`src/rtl/qwave_pkg.sv`:
```
package qwave_pkg;
  localparam int WORD_W  = 32;
  localparam int N_QTR   = 4;
  // vector positions, bit 31 is the first field
  localparam int CST_HI  = 31;
  localparam int BST_HI  = 27;
  localparam int G0A_HI  = 23;
  localparam int G0B_HI  = 21;
  localparam int GX_HI   = 19;
  localparam int STOP_B  = 0;

  typedef logic [1:0] qtr_t;

  typedef enum logic [1:0] {
    G0_DFLT = 2'b00,
    G0_RSV  = 2'b01,
    G0_LOW  = 2'b10,
    G0_HIGH = 2'b11
  } g0_code_e;
endpackage

```
`src/rtl/qwave_store.sv`:
```
module qwave_store #(
  parameter int AW = 6,
  parameter int DW = 32
) (
  input  logic          clk,
  input  logic          we,
  input  logic [AW-1:0] waddr,
  input  logic [DW-1:0] wdata,
  input  logic [AW-1:0] raddr,
  output logic [DW-1:0] rdata
);
  localparam int DEPTH = 1 << AW;

  logic [DW-1:0] mem [DEPTH];

  always_ff @(posedge clk) begin
    if (we) mem[waddr] <= wdata;
  end

  assign rdata = mem[raddr];
endmodule

```
`src/rtl/qwave_qdec.sv`:
```
module qwave_qdec
  import qwave_pkg::*;
#(
  parameter int N_GPL = 6
) (
  input  logic [WORD_W-1:0] word,
  input  qtr_t              qtr,
  input  logic              g0_dflt,
  output logic              cs,
  output logic              bsel,
  output logic [N_GPL-1:0]  gpl,
  output logic              rsv_hit
);
  logic [N_QTR-1:0] cs_f;
  logic [N_QTR-1:0] bs_f;
  logic             second;
  g0_code_e         code;

  assign cs_f   = word[CST_HI -: N_QTR];
  assign bs_f   = word[BST_HI -: N_QTR];
  assign second = qtr[1];

  always_comb begin
    cs   = cs_f[2'd3 - qtr];
    bsel = bs_f[2'd3 - qtr];
    code = g0_code_e'(second ? word[G0B_HI -: 2] : word[G0A_HI -: 2]);
    unique case (code)
      G0_LOW:  gpl[0] = 1'b0;
      G0_HIGH: gpl[0] = 1'b1;
      default: gpl[0] = g0_dflt;
    endcase
    rsv_hit = (code == G0_RSV);
  end

  for (genvar k = 1; k < N_GPL; k++) begin : g_line
    localparam int HI = GX_HI - 2 * (k - 1);
    assign gpl[k] = second ? word[HI-1] : word[HI];
  end
endmodule

```
`src/rtl/qwave_seq.sv`:
```
module qwave_seq
  import qwave_pkg::*;
#(
  parameter int AW     = 6,
  parameter int N_LANE = 4,
  parameter int N_GPL  = 6
) (
  input  logic              clk,
  input  logic              rst_n,
  input  logic              wr_en,
  input  logic [AW-1:0]     wr_addr,
  input  logic [WORD_W-1:0] wr_data,
  input  logic              start,
  input  logic [AW-1:0]     start_idx,
  input  logic [N_LANE-1:0] start_lanes,
  input  logic              g0_dflt,
  output logic              busy,
  output logic              cs_n,
  output logic [N_LANE-1:0] bs_n,
  output logic [N_GPL-1:0]  gpl,
  output logic              err
);
  logic [1:0] rst_pipe;
  logic       rst_i;

  always_ff @(posedge clk or negedge rst_n) begin
    if (!rst_n) rst_pipe <= '0;
    else        rst_pipe <= {rst_pipe[0], 1'b1};
  end
  assign rst_i = rst_pipe[1];

  logic              run_q, run_d;
  qtr_t              qtr_q, qtr_d;
  logic [AW-1:0]     idx_q, idx_d;
  logic [WORD_W-1:0] word_q, word_d;
  logic [N_LANE-1:0] lanes_q, lanes_d;
  logic              err_q, err_d;

  logic [AW-1:0]     rd_idx;
  logic [WORD_W-1:0] rd_word;
  logic              store_we;
  logic              dec_cs, dec_bs, dec_rsv;
  logic [N_GPL-1:0]  dec_gpl;
  logic              cur_stop;

  assign store_we = wr_en & ~run_q;
  assign rd_idx   = run_q ? idx_q + 1'b1 : start_idx;
  assign cur_stop = word_q[STOP_B];

  qwave_store #(.AW(AW), .DW(WORD_W)) u_store (
    .clk   (clk),
    .we    (store_we),
    .waddr (wr_addr),
    .wdata (wr_data),
    .raddr (rd_idx),
    .rdata (rd_word)
  );

  qwave_qdec #(.N_GPL(N_GPL)) u_dec (
    .word    (word_q),
    .qtr     (qtr_q),
    .g0_dflt (g0_dflt),
    .cs      (dec_cs),
    .bsel    (dec_bs),
    .gpl     (dec_gpl),
    .rsv_hit (dec_rsv)
  );

  always_comb begin
    run_d   = run_q;
    qtr_d   = qtr_q;
    idx_d   = idx_q;
    word_d  = word_q;
    lanes_d = lanes_q;
    err_d   = err_q | (run_q & dec_rsv);
    if (!run_q) begin
      if (start) begin
        run_d   = 1'b1;
        qtr_d   = '0;
        idx_d   = start_idx;
        word_d  = rd_word;
        lanes_d = start_lanes;
      end
    end else if (qtr_q == 2'd3) begin
      qtr_d = '0;
      if (cur_stop) begin
        run_d = 1'b0;
      end else begin
        idx_d  = idx_q + 1'b1;
        word_d = rd_word;
      end
    end else begin
      qtr_d = qtr_q + 1'b1;
    end
  end

  always_ff @(posedge clk or negedge rst_i) begin
    if (!rst_i) begin
      run_q   <= 1'b0;
      qtr_q   <= '0;
      idx_q   <= '0;
      word_q  <= '0;
      lanes_q <= '0;
      err_q   <= 1'b0;
    end else begin
      run_q   <= run_d;
      qtr_q   <= qtr_d;
      idx_q   <= idx_d;
      word_q  <= word_d;
      lanes_q <= lanes_d;
      err_q   <= err_d;
    end
  end

  assign busy = run_q;
  assign err  = err_q;
  assign cs_n = run_q ? dec_cs : 1'b1;
  assign bs_n = run_q ? (~lanes_q | {N_LANE{dec_bs}}) : '1;
  assign gpl  = run_q ? dec_gpl : '1;
endmodule

```
`config.mk`:
```
export PLATFORM = sky130hd
export DESIGN_NAME = qwave_seq
export DESIGN_NICKNAME = d
export VERILOG_FILES = /design/src/rtl/qwave_pkg.sv /design/src/rtl/qwave_store.sv /design/src/rtl/qwave_qdec.sv /design/src/rtl/qwave_seq.sv
export SDC_FILE = /design/constraint.sdc
export NUM_CORES = 2
export LEC_CHECK = 0
export ABC_AREA = 1
export BUFFER_PORTS_ARGS = -buffer_cell sky130_fd_sc_hd__buf_2
export CORE_ASPECT_RATIO = 1.4
export CORE_MARGIN = 4
export CORE_UTILIZATION = 45
export CTS_BUF_LIST = sky130_fd_sc_hd__clkbuf_2
export CTS_CLUSTER_DIAMETER = 200
export DETAILED_ROUTE_END_ITERATION = 10
export GPL_ROUTABILITY_DRIVEN = 1
export PLACE_DENSITY = 0.69
export SLEW_MARGIN = 15
export SYNTH_ARGS = -nofsm -noshare
export SYNTH_HDL_FRONTEND = slang
export SYNTH_HIERARCHICAL = 1
export SYNTH_SLANG_ARGS = --single-unit
```
`constraint.sdc`:
```
create_clock -name clk -period 1.4 [get_ports clk]
set_input_delay 0.07 -clock clk [delete_from_list [all_inputs] [get_ports clk]]
set_output_delay 0.07 -clock clk [all_outputs]
set_load 0.005 [all_outputs]
```
==> out/results.ini <==
[floorplanning]
die_h_um = 446
die_w_um = 321
rows = 160
core-area_um2 = 136000
die_area_um2 = 143000
floorplan.initialDensity = 0.454
io_pins = 66

[detailed_routing]
dr.pass1.iters = 7
drcViolationCount = 0
ant_nets = 0
drt_iter0_markers = 6692
wl_per_cell_um = 27.6
vias = 48522
viasPerCell = 6.01
wirelength_um = 222000

[critical_path]
cp-startpoint = qtr_q[1]
crit_path_start_kind = flip-flop
rr_endpoint = word_q[22]
critPathKind = reg2out
reg2reg_depth = 23
crit_fanout = 7
cp-end-kind = output port
rrSetupSlack_ns = -1.59
arrival_ns = 2.97
cp_cell_sequence = buf_12 -> inv_12 -> nand2_8 -> nand3_4 -> nand2_4 -> or2_4 -> buf_6
critPathMaxStageDelay_ns = 0.45
worst_path_max_delay_cell = dfrtp_2
r2r_start = busy
cp_data_required_time_ns = 1.33

[hold_path]
min_path_type = in2reg
hold_start = start_idx[2]
hold_depth = 3
hold_end = idx_q[2]

[sta]
hold_viol = 27
drv_slew = 0
setup_violations = 1521
tightestPinTransition_ns = 1.17
min_period_over_period = 2.17
max-slew-margin-rel = 0.220
fmax_mhz = 329
skew_ns = 0.185
finalCriticalPeriod_ns = 3.04
rsz0062_at_grt = true
setup_ws_ns = -1.64
hold_ws_ns = -1.18

[final_layout]
syn2layout_area_growth_pct = 34.3
regArea_um2 = 45200
final_util = 0.609
drive_above_1_share = 0.327
multi_input_area_um2 = 18700
num-fill-cells = 9536
finalNonFillerCells = 8068
final_nets = 6104

[placement]
post-place-cells = 7062
port_buffers = 56
dp_hpwl_um = 108000
gp_congestion = 0.897

[run_status]
outcome = complete, but fails checks
violations = hold timing, setup timing

[global_routing]
grt_max_degree = 65
first_global_vias = 47838
grtUsageTotal = 0.298
gr-total-overflow = 0
grt_pass1_wl_um = 313000
antenna_found_initial = 6

[clock_tree]
insertion_delay_ns = 1.74
cts.path.max_buffers = 4
clock-sinks = 1511
cts_hold_buf = 126
cts.root.buffer_cell = clkbuf_2
cts_buffers = 351
cts_tree = built
htree_levels = 5
path_clk_slew_ns = 0.12

[synthesis]
synth_cells = 5246
ys_warn_count = 6
avgSynthCellArea_um2 = 11.8
syn-num-nets = 5301
netlist_area_um2 = 61700

[job]
cap_violations = 0

metrics by stage:
| step | hold WS [ns] | TNS (ns) | instance area [um2] | setup slack, ns |
|---|---|---|---|---|
| after detailed placement | -0.144 | -1369.22 | 68200 | -1.72 |
| final | -1.18 | -1826.13 | 82900 | -1.64 |
| after global placement | -0.143 | -1359.61 | 68200 | -1.75 |
| after global routing | -1.31 | -1874.24 | 82900 | -1.77 |
| after CTS | -1.34 | -1385.81 | 80800 | -1.80 |
| after floorplan | -0.226 | -1679.55 | 63000 | -1.60 |
sequential cells by signal, summed over array words and instances, names as in the netlist:
register,flops
u_store/mem,1472
word_q,23
idx_q,6
lanes_q,4
qtr_q,2
rst_pipe,2
busy,1
err,1
cell type report:
class                      instances  share of cell area
inverter                          31             0.00261
tap                             1782              0.0269
clock buffer                     495              0.0299
sequential                      1511               0.545
antenna                            1           0.0000302
multi-input combinational       3245               0.226
clock inverter                    94             0.00525
timing repair buffer             906               0.164
timing repair inverter             3            0.000830
metal layers:
| layer | part of all wire | vias up | wire (um) | GRT usage |
|---|---|---|---|---|
| met5 | 0.000045 | - | 10 | 0 |
| met4 | 0.11 | 2 | 24700 | 0.259 |
| met3 | 0.11 | 1099 | 24800 | 0.0682 |
| met2 | 0.47 | 3839 | 104000 | 0.483 |
| met1 | 0.31 | 23240 | 68700 | 0.333 |
| li1 | - | 20342 | - | - |
how the worst max path moves through the flow:
stage | endpoint | slack, ns | cells after the start
2_1_floorplan | u_store/mem[48][0] | -1.60 | 6
3_3_place_gp | word_q[27] | -1.75 | 12
3_5_place_dp | word_q[27] | -1.72 | 12
4_1_cts | gpl[0] | -1.80 | 7
5_1_grt | gpl[0] | -1.77 | 7
6_report | gpl[0] | -1.64 | 7
cells in the final DEF (no fill, tap or decap), drive strengths merged, types with 9 or more instances in the layout:
master,instances
inv,32
clkinv,91
nand3,1416
nand2,1719
dfrtp,39
nand4,9
or2,10
bufbuf,24
dlygate4sd3,109
nor2,61
clkbuf,507
buf,761
edfxtp,1472
repair_timing:
| action | in CTS | in global routing |
|---|---|---|
| hold endpoints to repair | 2982 | 28 |
| endpoints found under the setup margin | 1518 | 1525 |
| cloned | 94 | 13 |
| setup buffers | 167 | 37 |
| pin swaps | 212 | 151 |
| gates resized for setup | 827 | 372 |
worst max-delay path, delay by kind of cell, from the launching register on:
family / cells / cell delay, ns
buffers and inverters: 3 / 0.38
flip-flops: 1 / 0.45
AND/OR/NAND/NOR: 4 / 0.48
Power is left out: the tool's default activity adds up to more than one toggle a clock period on the data nets, which glitch-free logic cannot reach.
